$ cat config.mk
export PLATFORM = sky130hd
export DESIGN_NAME = busCmdGen
export DESIGN_NICKNAME = d
export VERILOG_FILES = /design/src/rtl/busCmdPkg.sv /design/src/rtl/busCmdCtl.sv /design/src/rtl/busCmdDp.sv /design/src/rtl/busCmdGen.sv
export SDC_FILE = /design/constraint.sdc
export NUM_CORES = 1
export LEC_CHECK = 0
export ABC_AREA = 1
export BUFFER_PORTS_ARGS = -buffer_cell sky130_fd_sc_hd__buf_2
export CORE_AREA = 2 2 39 41
export DETAILED_ROUTE_END_ITERATION = 16
export DIE_AREA = 0 0 41 43
export SETUP_SLACK_MARGIN = 0.5
export SLEW_MARGIN = 0
export SYNTH_ARGS = -nofsm -noshare
export SYNTH_HDL_FRONTEND = slang
export SYNTH_SLANG_ARGS = --single-unit
$ cat constraint.sdc
create_clock -name clk -period 2.5 [get_ports clk]
set_input_delay 0.125 -clock clk [delete_from_list [all_inputs] [get_ports clk]]
set_output_delay 0.125 -clock clk [all_outputs]
set_load 0.005 [all_outputs]
$ cat src/rtl/busCmdPkg.sv
package busCmdPkg;
  localparam int STATUS_W = 3;

  localparam logic [STATUS_W-1:0] ST_INTA  = 3'b000;
  localparam logic [STATUS_W-1:0] ST_IORD  = 3'b001;
  localparam logic [STATUS_W-1:0] ST_IOWR  = 3'b010;
  localparam logic [STATUS_W-1:0] ST_HALT  = 3'b011;
  localparam logic [STATUS_W-1:0] ST_FETCH = 3'b100;
  localparam logic [STATUS_W-1:0] ST_MEMRD = 3'b101;
  localparam logic [STATUS_W-1:0] ST_MEMWR = 3'b110;
  localparam logic [STATUS_W-1:0] ST_IDLE  = 3'b111;

  typedef enum logic [1:0] {
    PH_IDLE = 2'd0,
    PH_T1   = 2'd1,
    PH_T2   = 2'd2,
    PH_T3   = 2'd3
  } busPhase_t;

  // strobes from control to datapath
  typedef struct packed {
    logic                active;
    logic                inT1;
    logic                fromT2;
    logic                fromT3;
    logic [STATUS_W-1:0] cycType;
  } ctlStrobes_t;
endpackage

$ cat src/rtl/busCmdCtl.sv
module busCmdCtl
  import busCmdPkg::*;
(
  input  logic                clk,
  input  logic                rstN,
  input  logic [STATUS_W-1:0] busStatus,
  output ctlStrobes_t         strobes
);
  busPhase_t           phase, phaseNext;
  logic [STATUS_W-1:0] typeReg, typeNext;

  always_comb begin
    phaseNext = phase;
    typeNext  = typeReg;
    if (busStatus == ST_IDLE) begin
      phaseNext = PH_IDLE;
    end else begin
      unique case (phase)
        PH_IDLE: begin
          phaseNext = PH_T1;
          typeNext  = busStatus;
        end
        PH_T1:   phaseNext = PH_T2;
        PH_T2:   phaseNext = PH_T3;
        PH_T3:   phaseNext = PH_T3;
        default: phaseNext = PH_IDLE;
      endcase
    end
  end

  always_ff @(posedge clk or negedge rstN) begin
    if (!rstN) begin
      phase   <= PH_IDLE;
      typeReg <= ST_IDLE;
    end else begin
      phase   <= phaseNext;
      typeReg <= typeNext;
    end
  end

  always_comb begin
    strobes.active  = (phase != PH_IDLE);
    strobes.inT1    = (phase == PH_T1);
    strobes.fromT2  = (phase == PH_T2) || (phase == PH_T3);
    strobes.fromT3  = (phase == PH_T3);
    strobes.cycType = typeReg;
  end

  // passive code at an edge leaves the block idle afterwards
  assert_passive_ends_R5: assert property (@(posedge clk) disable iff (!rstN)
    (busStatus == ST_IDLE) |=> !strobes.active);

  // T1 lasts a single clock
  assert_t1_single_R2: assert property (@(posedge clk) disable iff (!rstN)
    strobes.inT1 |=> !strobes.inT1);

  // cycle type is held while a cycle runs
  assert_type_held_R5: assert property (@(posedge clk) disable iff (!rstN)
    (strobes.active && busStatus != ST_IDLE) |=> $stable(strobes.cycType));
endmodule

$ cat src/rtl/busCmdDp.sv
module busCmdDp
  import busCmdPkg::*;
(
  input  logic        clk,
  input  logic        rstN,
  input  ctlStrobes_t strobes,
  input  logic        addrEnN,
  input  logic        cmdEn,
  input  logic        ioBusMode,
  output logic        memRd,
  output logic        memWr,
  output logic        memWrEarly,
  output logic        ioRd,
  output logic        ioWr,
  output logic        ioWrEarly,
  output logic        intAck,
  output logic        ale,
  output logic        dataEn,
  output logic        dtXmit,
  output logic        cascPerEn
);
  logic isInta, isIoRd, isIoWr, isHalt, isMemRd, isMemWr;
  logic isIo, isRead;
  logic rawMemRd, rawMemWr, rawMemWrEarly;
  logic rawIoRd, rawIoWr, rawIoWrEarly, rawIntAck;
  logic memGate, ioGate, ackGate;

  always_comb begin
    isInta  = (strobes.cycType == ST_INTA);
    isIoRd  = (strobes.cycType == ST_IORD);
    isIoWr  = (strobes.cycType == ST_IOWR);
    isHalt  = (strobes.cycType == ST_HALT);
    isMemRd = (strobes.cycType == ST_FETCH) || (strobes.cycType == ST_MEMRD);
    isMemWr = (strobes.cycType == ST_MEMWR);
    isIo    = isIoRd || isIoWr;
    isRead  = isInta || isIoRd || isMemRd;
  end

  always_comb begin
    rawMemRd      = strobes.fromT2 && isMemRd;
    rawMemWrEarly = strobes.fromT2 && isMemWr;
    rawMemWr      = strobes.fromT3 && isMemWr;
    rawIoRd       = strobes.fromT2 && isIoRd;
    rawIoWrEarly  = strobes.fromT2 && isIoWr;
    rawIoWr       = strobes.fromT3 && isIoWr;
    rawIntAck     = strobes.fromT2 && isInta;
  end

  always_comb begin
    memGate = cmdEn && !addrEnN;
    ioGate  = cmdEn || ioBusMode;
    ackGate = cmdEn;
  end

  always_comb begin
    memRd      = rawMemRd      && memGate;
    memWr      = rawMemWr      && memGate;
    memWrEarly = rawMemWrEarly && memGate;
    ioRd       = rawIoRd       && ioGate;
    ioWr       = rawIoWr       && ioGate;
    ioWrEarly  = rawIoWrEarly  && ioGate;
    intAck     = rawIntAck     && ackGate;
  end

  always_comb begin
    ale    = strobes.inT1 && !isHalt;
    dtXmit = !(strobes.active && isRead);
    dataEn = strobes.fromT2 && !isHalt && !(ioBusMode && isIo);
    if (ioBusMode) cascPerEn = strobes.fromT2 && isIo;
    else           cascPerEn = strobes.inT1 && isInta;
  end

  // address strobe never lasts longer than one clock
  assert_ale_single_R2: assert property (@(posedge clk) disable iff (!rstN)
    ale |=> !ale);

  // normal write rises only after the early write was already up
  assert_mem_wr_order_R4: assert property (@(posedge clk) disable iff (!rstN)
    $rose(rawMemWr) |-> $past(rawMemWrEarly));
  assert_io_wr_order_R4: assert property (@(posedge clk) disable iff (!rstN)
    $rose(rawIoWr) |-> $past(rawIoWrEarly));

  // memory commands are blocked by the address enable
  assert_addr_block_R9: assert property (@(posedge clk) disable iff (!rstN)
    addrEnN |-> !(memRd || memWr || memWrEarly));

  // command enable low in system-bus mode blocks everything
  assert_cmd_block_R8: assert property (@(posedge clk) disable iff (!rstN)
    (!cmdEn && !ioBusMode) |-> !(memRd || memWr || memWrEarly || ioRd || ioWr || ioWrEarly || intAck));

  // at most one read or early strobe at a time
  assert_onehot_R3: assert property (@(posedge clk) disable iff (!rstN)
    $onehot0({memRd, ioRd, intAck, memWrEarly, ioWrEarly}));

  // receive direction never coincides with a write strobe
  assert_dir_R6: assert property (@(posedge clk) disable iff (!rstN)
    !dtXmit |-> !(memWr || ioWr || memWrEarly || ioWrEarly));
endmodule

$ cat src/rtl/busCmdGen.sv
module busCmdGen
  import busCmdPkg::*;
(
  input  logic                clk,
  input  logic                rstN,
  input  logic [STATUS_W-1:0] busStatus,
  input  logic                addrEnN,
  input  logic                cmdEn,
  input  logic                ioBusMode,
  output logic                memRd,
  output logic                memWr,
  output logic                memWrEarly,
  output logic                ioRd,
  output logic                ioWr,
  output logic                ioWrEarly,
  output logic                intAck,
  output logic                ale,
  output logic                dataEn,
  output logic                dtXmit,
  output logic                cascPerEn
);
  ctlStrobes_t strobes;

  busCmdCtl uCtl (
    .clk       (clk),
    .rstN      (rstN),
    .busStatus (busStatus),
    .strobes   (strobes)
  );

  busCmdDp uDp (
    .clk        (clk),
    .rstN       (rstN),
    .strobes    (strobes),
    .addrEnN    (addrEnN),
    .cmdEn      (cmdEn),
    .ioBusMode  (ioBusMode),
    .memRd      (memRd),
    .memWr      (memWr),
    .memWrEarly (memWrEarly),
    .ioRd       (ioRd),
    .ioWr       (ioWr),
    .ioWrEarly  (ioWrEarly),
    .intAck     (intAck),
    .ale        (ale),
    .dataEn     (dataEn),
    .dtXmit     (dtXmit),
    .cascPerEn  (cascPerEn)
  );
endmodule

==> impl_metrics.py, run 1 <==
metrics = {
    "floorplanning": {
        "coreArea_mm2": 0.00138,
        "fp-row-count": 14,
        "initial_utilization_pct": 25.0,
        "ioPinCount": 19,
        "die-area_mm2": 0.00176,
        "die_y_um": 43,
        "fp.dieW_um": 41,
    },
    "logic_synthesis": {
        "yosys.cell_types.count": 18,
        "ys_ff_latch": 5,
        "syn_area_um2": 345,
        "ys_warn_count": 0,
        "syn_area_per_cell_um2": 6.64,
        "syn_nets": 60,
        "synthCells": 52,
        "seq_area_frac_synth_pct": 37.3,
    },
    "sta": {
        "tns_ns": 0,
        "whs_ns": 0.135,
        "worst_pin_slew_ns": 0.315,
        "rsz0062_at_grt": "false",
        "fin_skew_ns": 0.00191,
        "min_period_ns": 1.42,
        "setup_ws_ns": 1.08,
        "max_freq_mhz": 702,
        "finalHoldViolations": 0,
        "relSlewSlack_pct": 78.8,
        "fin_crit_sh_pct": 57.0,
        "setup_viol": 0,
        "drv_slew": 0,
    },
    "global_routing": {
        "grt_pass1_vias": 324,
        "grt_pass1_wl_um": 1230,
        "grt-ovfl-total": 0,
        "gr-usage-all-layers_pct": 10.2,
        "grt_max_degree": 8,
        "antenna_found_initial": 0,
    },
    "detailed_routing": {
        "viasPerCell": 4.40,
        "final_antenna_net_count": 0,
        "vias": 400,
        "drtIter0Drc": 4,
        "first_pass_iters": 2,
        "drc": 0,
        "routed_wl_um": 818,
        "wl_per_cell_um": 8.99,
    },
    "finish": {
        "drive_gt1_share_pct": 41.3,
        "syn_to_final_growth_pct": 42.4,
        "finalInstanceArea_um2": 492,
        "insertedDiodeCount": 0,
        "nets": 84,
        "final_common_cell": "buf_2",
        "nFillCells": 155,
        "final_cell_mix": "buf_2, nand2_1, nor2_1, inv_1",
    },
    "setup_path": {
        "worstSetupStartpointType": "flop",
        "cp.arrival_ns": 1.30,
        "critical_path.cell_chain": "inv_2 -> nor2_1 -> nand3_1 -> nor3_2 -> buf_2",
        "cp_max_fo": 5,
        "criticalPathCategory": "flop to output port",
        "slowest_stage": "dfstp_2",
        "cpLargestDelayFamily": "flip-flops",
        "slowest_delay_ns": 0.55,
        "worstPathBufferInverterCount": 2,
        "cp.required_ns": 2.38,
        "crit_path_end_kind": "output port",
    },
    "pwr": {
        "irDropWorstVdd_v": 0.000266,
        "cellPowerDensity_mw_per_mm2": 742,
        "p_leak_nw": 0.281,
    },
    "place": {
        "place_hpwl_um": 675,
        "place_area_um2": 455,
        "io_buffers": 18,
        "pre_cts_ws_ns": 1.33,
        "gp_congestion": 0.792,
    },
    "clock_network": {
        "cts-buffers-inserted": 3,
        "postCtsSetupRepairBufs": 0,
        "clkSinkCount": 5,
        "cts-root-buf": "clkbuf_4",
        "clk-insertion-delay-late_ns": 0.24,
        "cts.repair.resized": 0,
        "cts.clk_slew.worst_paths_ns": 0.04,
        "clk_path_buf_depth": 2,
        "cts_tree": "yes",
        "htreeDepth": 1,
    },
    "run_status": {
        "outcome": "completed",
    },
    "worst_hold_path": {
        "hold_class": "input pin to flop",
    },
    "flow_run": {
        "max_cap_violations": 0,
    },
}
## synthesized netlist by cell type
library cell	instances	area, um2
nor4_1	1	6.26
nand2_1	11	41.3
a21oi_2	1	8.76
inv_1	8	30.0
dfstp_2	3	78.8
dfrtp_1	2	50.1
nor2_1	10	37.5
o21ai_0	1	5.00
nand4_1	1	6.26
nor3_2	1	10.0
nand3_2	1	10.0
nor3_1	1	5.00
nor2_2	1	6.26
inv_2	2	7.51
a31oi_1	1	6.26
nand2_2	1	6.26
nand3_1	3	15.0
a21oi_1	3	15.0
## layer usage
metal  global-route usage (%)  vias to the layer above  wire length [um]
met3                     1.57                        2                60
li1                         -                      212                 -
met4                     6.00                        0                18
met1                     14.4                      171               378
met5                        0                        -                 0
met2                     14.1                       15               360
## path summary, 6_finish.rpt
check	start	endpoint	depth (start not counted)	slack (ns)
max reg2reg	uCtl.phase[1]	uCtl.typeReg[1]	3	1.57
min reg2reg	uCtl.typeReg[0]	uCtl.typeReg[0]	2	0.54
max in group asynchronous	rstN	uCtl.typeReg[1]	2	2.07
min in group asynchronous	rstN	uCtl.phase[0]	2	0.22
max	uCtl.typeReg[2]	memWr	5	1.08
min	busStatus[1]	uCtl.typeReg[1]	3	0.13
## metrics by stage
step	total power [W]	cells	util, %
floorplan	0.000221	52	-
global placement	0.000269	86	32.9
detailed placement	0.000270	86	32.9
CTS	0.000370	91	35.5
global route	0.000392	91	35.5
finish	0.000365	91	35.5
## kinds of logic after synthesis
| group | count (synthesis) | synth area share [%] |
|---|---|---|
| simple gates | 31 | 41.7 |
| buf+inv | 10 | 10.9 |
| compound gates | 6 | 10.1 |
| flops | 5 | 37.3 |
## timing repair
action	in CTS	in global routing
hold endpoints to repair	5	0
setup endpoints to repair	0	0
hold buffers	1	0
## where the power goes
part	internal, W	switching (W)	leakage (nW)
sequential	0.000113	0.0000291	0.0515
clock	0.0000604	0.0000341	0.0150
combinational	0.0000546	0.0000733	0.214
total	0.000228	0.000136	0.281
## flip-flops by register name, summed over array words and instances, names as in the netlist
register,count
uCtl.phase,2
uCtl.typeReg,3
## tightest hold or removal path, stage by stage
cell	delay (ns)
buf_2	0.11
nor2_1	0.09
a21oi_1	0.05
## final cells by class
type                    count  area (um2)  area share [%]
inverters                  10        37.5            7.63
clock buffers               4        26.3            5.34
repair buffers             19         100            20.4
flip-flops and latches      5         129            26.2
well taps                  16        20.0            4.07
multi-input cells          37         179            36.4
(Power assumes the default switching activity.)
==> inputs of run 2 (changes only) <==
- clock period: 2.5 -> 1.3 ns (I/O delays scaled with it)
==> run 2 against run 1 <==
Against the previous run:
- the run now ends with setup timing left
- critical path type unchanged
- register-to-register slack worse by 1.4 ns
- global-route usage is 2.2 points higher
- largest power group is now combinational cells
- power is 140% higher
- routed wire length is 26% higher
- count of clock-buffer cells in the layout is the same
- cell count up 13%
==> impl_metrics.py, run 2 (same netlist as run 1, synthesis figures left out) <==
metrics = {
    "clock_network": {
        "clk_path_buf_depth": 2,
        "clk-insertion-delay-late_ns": 0.24,
        "cts_tree": "yes",
        "cts-root-buf": "clkbuf_4",
        "htreeDepth": 1,
        "clkSinkCount": 5,
        "cts-buffers-inserted": 3,
        "cts.clk_slew.worst_paths_ns": 0.04,
    },
    "pwr": {
        "seqPwrFrac_pct": 32.6,
        "p_leak_nw": 0.346,
        "irDropWorstVdd_v": 0.000689,
        "combPwrFrac_pct": 47.3,
        "power_w": 0.000873,
        "pwr-share-clk_pct": 20.1,
        "p_sw_share_pct": 37.6,
        "p_int_w": 0.000545,
        "p_switching_w": 0.000328,
        "cellPowerDensity_mw_per_mm2": 1280,
    },
    "run_status": {
        "failed_checks": "setup timing",
        "outcome": "finished, violations left",
    },
    "floorplanning": {
        "coreArea_mm2": 0.00138,
        "initial_utilization_pct": 25.0,
        "die_y_um": 43,
        "ioPinCount": 19,
        "fp-row-count": 14,
        "fp.dieW_um": 41,
        "die-area_mm2": 0.00176,
    },
    "sta": {
        "min_period_ns": 1.35,
        "fin_crit_sh_pct": 104,
        "finalHoldViolations": 0,
        "rsz0062_at_grt": "true",
        "whs_ns": 0.0681,
        "relSlewSlack_pct": 78.3,
        "worst_pin_slew_ns": 0.323,
        "drv_slew": 0,
        "setup_viol": 6,
        "tns_ns": -0.159,
        "setup_ws_ns": -0.0459,
        "fin_skew_ns": 0.000343,
        "max_freq_mhz": 743,
    },
    "worst_hold_path": {
        "min_from": "busStatus[0]",
        "min_path_cells": 3,
        "hold_class": "input pin to flop",
        "hold_end": "uCtl.typeReg[0]",
    },
    "global_routing": {
        "grt_max_degree": 8,
        "grt-ovfl-total": 0,
        "grt_pass1_vias": 411,
        "gr-usage-all-layers_pct": 12.4,
        "antenna_found_initial": 0,
        "grt_pass1_wl_um": 1480,
    },
    "finish": {
        "fin_cells": 103,
        "nFillCells": 133,
        "final_cell_mix": "buf_2, buf_4, inv_2, nand2_2, nand2_1",
        "reg.largest.list": "uCtl.typeReg: 3 flops, uCtl.phase: 2 flops",
        "syn_to_final_growth_pct": 97.8,
        "largest-register": "uCtl.typeReg",
        "nets": 96,
        "largest_reg_flops": 3,
        "final_common_cell": "buf_2",
        "insertedDiodeCount": 0,
        "drive_gt1_share_pct": 77.0,
    },
    "setup_path": {
        "worstSetupStartpointType": "flop",
        "cp_max_fo": 7,
        "regToRegStartpoint": "uCtl.phase[1]",
        "crit_path_end_kind": "output port",
        "cp.arrival_ns": 1.28,
        "cp.required_ns": 1.24,
        "criticalPathCategory": "flop to output port",
        "reg2regPathDepth": 6,
        "r2r-end": "uCtl.typeReg[0]",
        "reg2reg_slack_ns": 0.20,
    },
    "place": {
        "gp_congestion": 0.698,
        "place_hpwl_um": 669,
        "io_buffers": 18,
        "place_inst": 86,
    },
    "detailed_routing": {
        "wl_per_cell_um": 10.0,
        "drc": 0,
        "first_pass_iters": 2,
        "routed_wl_um": 1030,
        "drtIter0Drc": 5,
        "final_antenna_net_count": 0,
        "viasPerCell": 4.43,
        "vias": 456,
    },
    "flow_run": {
        "max_cap_violations": 0,
    },
}
## run 2: critical path, cell delays in order (launching register included)
cell     delay, ns
dfstp_2       0.59
inv_2         0.07
nand3_2       0.09
nand2_2       0.07
nand2_1       0.05
nand2_1       0.04
buf_2         0.12
## run 2: worst max-delay path by stage
stage	end	from	slack, ns
2_1_floorplan	memWr	uCtl.typeReg[2]	0.33
3_3_place_gp	memWr	uCtl.typeReg[2]	0.18
3_5_place_dp	memRd	uCtl.typeReg[2]	0.19
4_1_cts	memWr	uCtl.typeReg[2]	-0.05
5_1_grt	cascPerEn	uCtl.typeReg[1]	-0.11
6_report	cascPerEn	uCtl.typeReg[1]	-0.05
## run 2: power groups by stage
stage / clock network [W] / registers (W) / logic [W]
finish: 0.000176 / 0.000284 / 0.000413
global route: 0.000189 / 0.000288 / 0.000458
CTS: 0.000180 / 0.000281 / 0.000359
detailed placement: 0 / 0.000275 / 0.000258
global placement: 0 / 0.000277 / 0.000258
floorplan: 0 / 0.000266 / 0.000169
## run 2: timing repair
item	4_1_cts	5_1_grt
endpoints found under the hold margin	5	0
endpoints found under the setup margin	16	16
hold buffers	1	0
cloned	0	0
pin swaps	10	6
gates resized for setup	20	12
setup buffers	8	4
## run 2: stage by stage
stage / utilization [%] / area, um2 / setup slack [ns]
final: 49.4 / 683 / -0.0459
after global routing: 49.4 / 683 / -0.109
after CTS: 44.8 / 619 / -0.0511
after detailed placement: 33.8 / 468 / 0.186
after global placement: 33.8 / 468 / 0.182
after floorplan: - / 358 / 0.334
## run 2: per-layer routing
layer / up-vias / share of wire, % / track usage, %
met1: 205 / 37 / 13.0
met3: 2 / 5.4 / 1.57
met4: 0 / 2.0 / 8.00
li1: 235 / - / -
met5: - / 0 / 0
met2: 14 / 56 / 21.3
## run 2: final cells by class
class                   count  area (um2)  area share [%]
clock buffers               4        26.3            3.85
flip-flops and latches      5         130            19.0
well taps                  16        20.0            2.93
multi-input cells          37         258            37.7
repair buffers             31         209            30.6
inverters                  10        40.0            5.86
==> inputs of run 3 (changes only) <==
- RECOVER_POWER: default -> 100
- SETUP_SLACK_MARGIN: 0.5 -> default
==> run 3 against run 2 <==
Against the previous run:
- count of clock-buffer cells in the layout stayed put
- largest power group unchanged
- first-iteration DRC count is 20% lower
- highest routed layer unchanged
- worst setup slack hardly changed
- die area stayed put
- non-clock buffer count is 8 lower
- cell count is 7.8% lower
- maximum frequency hardly changed
- the run still ends with setup timing left
- design area is 21% lower
- global-route usage is 1.7 points lower
- critical path type unchanged
- power is 9.5% lower
- utilization is 10 points lower
- largest cell class unchanged
==> impl_metrics.py, run 3 (same netlist as run 1, synthesis figures left out) <==
metrics = {
    "run_status": {
        "outcome": "finished, violations left",
        "failed_checks": "setup timing",
    },
    "finish": {
        "largest_reg_flops": 3,
        "drive_gt1_share_pct": 48.1,
        "final_common_cell": "buf_2",
        "nets": 88,
        "largest-register": "uCtl.typeReg",
        "insertedDiodeCount": 0,
        "syn_to_final_growth_pct": 56.2,
        "reg.largest.list": "uCtl.typeReg: 3 flops, uCtl.phase: 2 flops",
        "final_cell_mix": "buf_2, nand2_1, nor2_1, inv_1, buf_4",
    },
    "sta": {
        "worst_pin_slew_ns": 0.314,
        "whs_ns": 0.0732,
        "finalHoldViolations": 0,
        "fin_skew_ns": 0.00174,
        "min_period_ns": 1.35,
        "setup_viol": 4,
        "setup_ws_ns": -0.0459,
        "fin_crit_sh_pct": 104,
        "drv_slew": 0,
        "relSlewSlack_pct": 78.9,
        "max_freq_mhz": 743,
        "tns_ns": -0.0910,
        "rsz0062_at_grt": "true",
    },
    "pwr": {
        "pwr-share-clk_pct": 23.2,
        "seqPwrFrac_pct": 35.2,
        "p_leak_nw": 0.299,
        "p_sw_share_pct": 37.2,
        "combPwrFrac_pct": 41.6,
        "p_int_w": 0.000496,
        "p_switching_w": 0.000294,
        "irDropWorstVdd_v": 0.000569,
        "cellPowerDensity_mw_per_mm2": 1460,
    },
    "worst_hold_path": {
        "min_path_cells": 3,
        "hold_class": "input pin to flop",
        "hold_end": "uCtl.typeReg[1]",
        "min_from": "busStatus[1]",
    },
    "global_routing": {
        "grt_pass1_vias": 342,
        "antenna_found_initial": 0,
        "grt_pass1_wl_um": 1290,
        "grt-ovfl-total": 0,
        "gr-usage-all-layers_pct": 10.7,
        "grt_max_degree": 8,
    },
    "floorplanning": {
        "coreArea_mm2": 0.00138,
        "initial_utilization_pct": 25.0,
        "die_y_um": 43,
        "ioPinCount": 19,
        "fp.dieW_um": 41,
        "die-area_mm2": 0.00176,
        "fp-row-count": 14,
    },
    "setup_path": {
        "reg2regPathDepth": 3,
        "critical_path.cell_chain": "inv_4 -> buf_4 -> a31oi_1 -> buf_2",
        "reg2reg_slack_ns": 0.29,
        "cp.required_ns": 1.24,
        "criticalPathCategory": "flop to output port",
        "crit_path_end_kind": "output port",
        "worstSetupStartpointType": "flop",
        "slowest_stage": "dfstp_2",
        "r2r-end": "uCtl.typeReg[1]",
        "cpLargestDelayFamily": "flip-flops",
        "cp_max_fo": 5,
        "cp.arrival_ns": 1.28,
        "regToRegStartpoint": "uCtl.typeReg[1]",
        "worstPathBufferInverterCount": 3,
        "slowest_delay_ns": 0.56,
    },
    "clock_network": {
        "clkSinkCount": 5,
        "clk_path_buf_depth": 2,
        "htreeDepth": 1,
        "cts_tree": "yes",
        "cts-buffers-inserted": 3,
        "cts.clk_slew.worst_paths_ns": 0.05,
        "clk-insertion-delay-late_ns": 0.24,
        "cts-root-buf": "clkbuf_4",
    },
    "place": {
        "gp_congestion": 0.792,
        "place_hpwl_um": 675,
        "io_buffers": 18,
    },
    "detailed_routing": {
        "vias": 414,
        "first_pass_iters": 2,
        "wl_per_cell_um": 9.28,
        "viasPerCell": 4.36,
        "drc": 0,
        "drtIter0Drc": 4,
        "final_antenna_net_count": 0,
        "routed_wl_um": 882,
    },
    "flow_run": {
        "max_cap_violations": 0,
    },
}
[run 3: layout make-up]
type | count | area, um2
Tap cell | 16 | 20.0
Fill cell | 154 | 845
Timing Repair Buffer | 23 | 129
Inverter | 10 | 40.0
Sequential cell | 5 | 130
Clock buffer | 4 | 26.3
Multi-Input combinational cell | 37 | 194
[run 3: through the flow]
stage                     power, W  utilization (%)  instances  setup slack [ns]  cell area (um2)
after floorplan           0.000424                -         52             0.334              345
after global placement    0.000518             32.9         86             0.201              455
after detailed placement  0.000519             32.9         86             0.195              455
after CTS                 0.000756             37.2         94           -0.0727              514
after global routing      0.000845             39.0         95            -0.112              539
final                     0.000790             39.0         95           -0.0459              539
[run 3: how the worst max path moves through the flow]
stage / from / to / cells after the start
after global placement: uCtl.typeReg[2] / memWr / 5
after CTS: uCtl.typeReg[2] / memWr / 5
after global routing: uCtl.typeReg[2] / memWr / 5
final: uCtl.typeReg[2] / ale / 4
after floorplan: uCtl.typeReg[2] / memWr / 4
after detailed placement: uCtl.typeReg[2] / memWr / 5
[run 3: power groups by stage]
stage | clock network, W | registers [W] | logic [W]
5_1_grt | 0.000191 | 0.000287 | 0.000367
3_3_place_gp | 0 | 0.000274 | 0.000244
6_report | 0.000183 | 0.000278 | 0.000329
3_5_place_dp | 0 | 0.000274 | 0.000245
2_1_floorplan | 0 | 0.000265 | 0.000160
4_1_cts | 0.000189 | 0.000270 | 0.000296
[run 3: metal layers]
metal	vias to the layer above	GRT usage (%)	share of wire, %
met5	-	0	0
met4	0	6.00	2.0
met3	2	1.57	6.8
li1	219	-	-
met1	178	14.7	47
met2	15	15.3	44
[run 3: what timing repair did]
item,4_1_cts,5_1_grt
setup buffers,3,1
hold buffers,1,0
setup endpoints to repair,7,8
pin swaps,1,3
hold endpoints to repair,5,0
gates resized for setup,0,6
[run 3: tightest hold or removal path: cells and delay by family]
kind,cells,cell delay [ns]
AND/OR/NAND/NOR,1,0.09
AO/OA/AOI/OAI,1,0.05
buffers and inverters,1,0.11
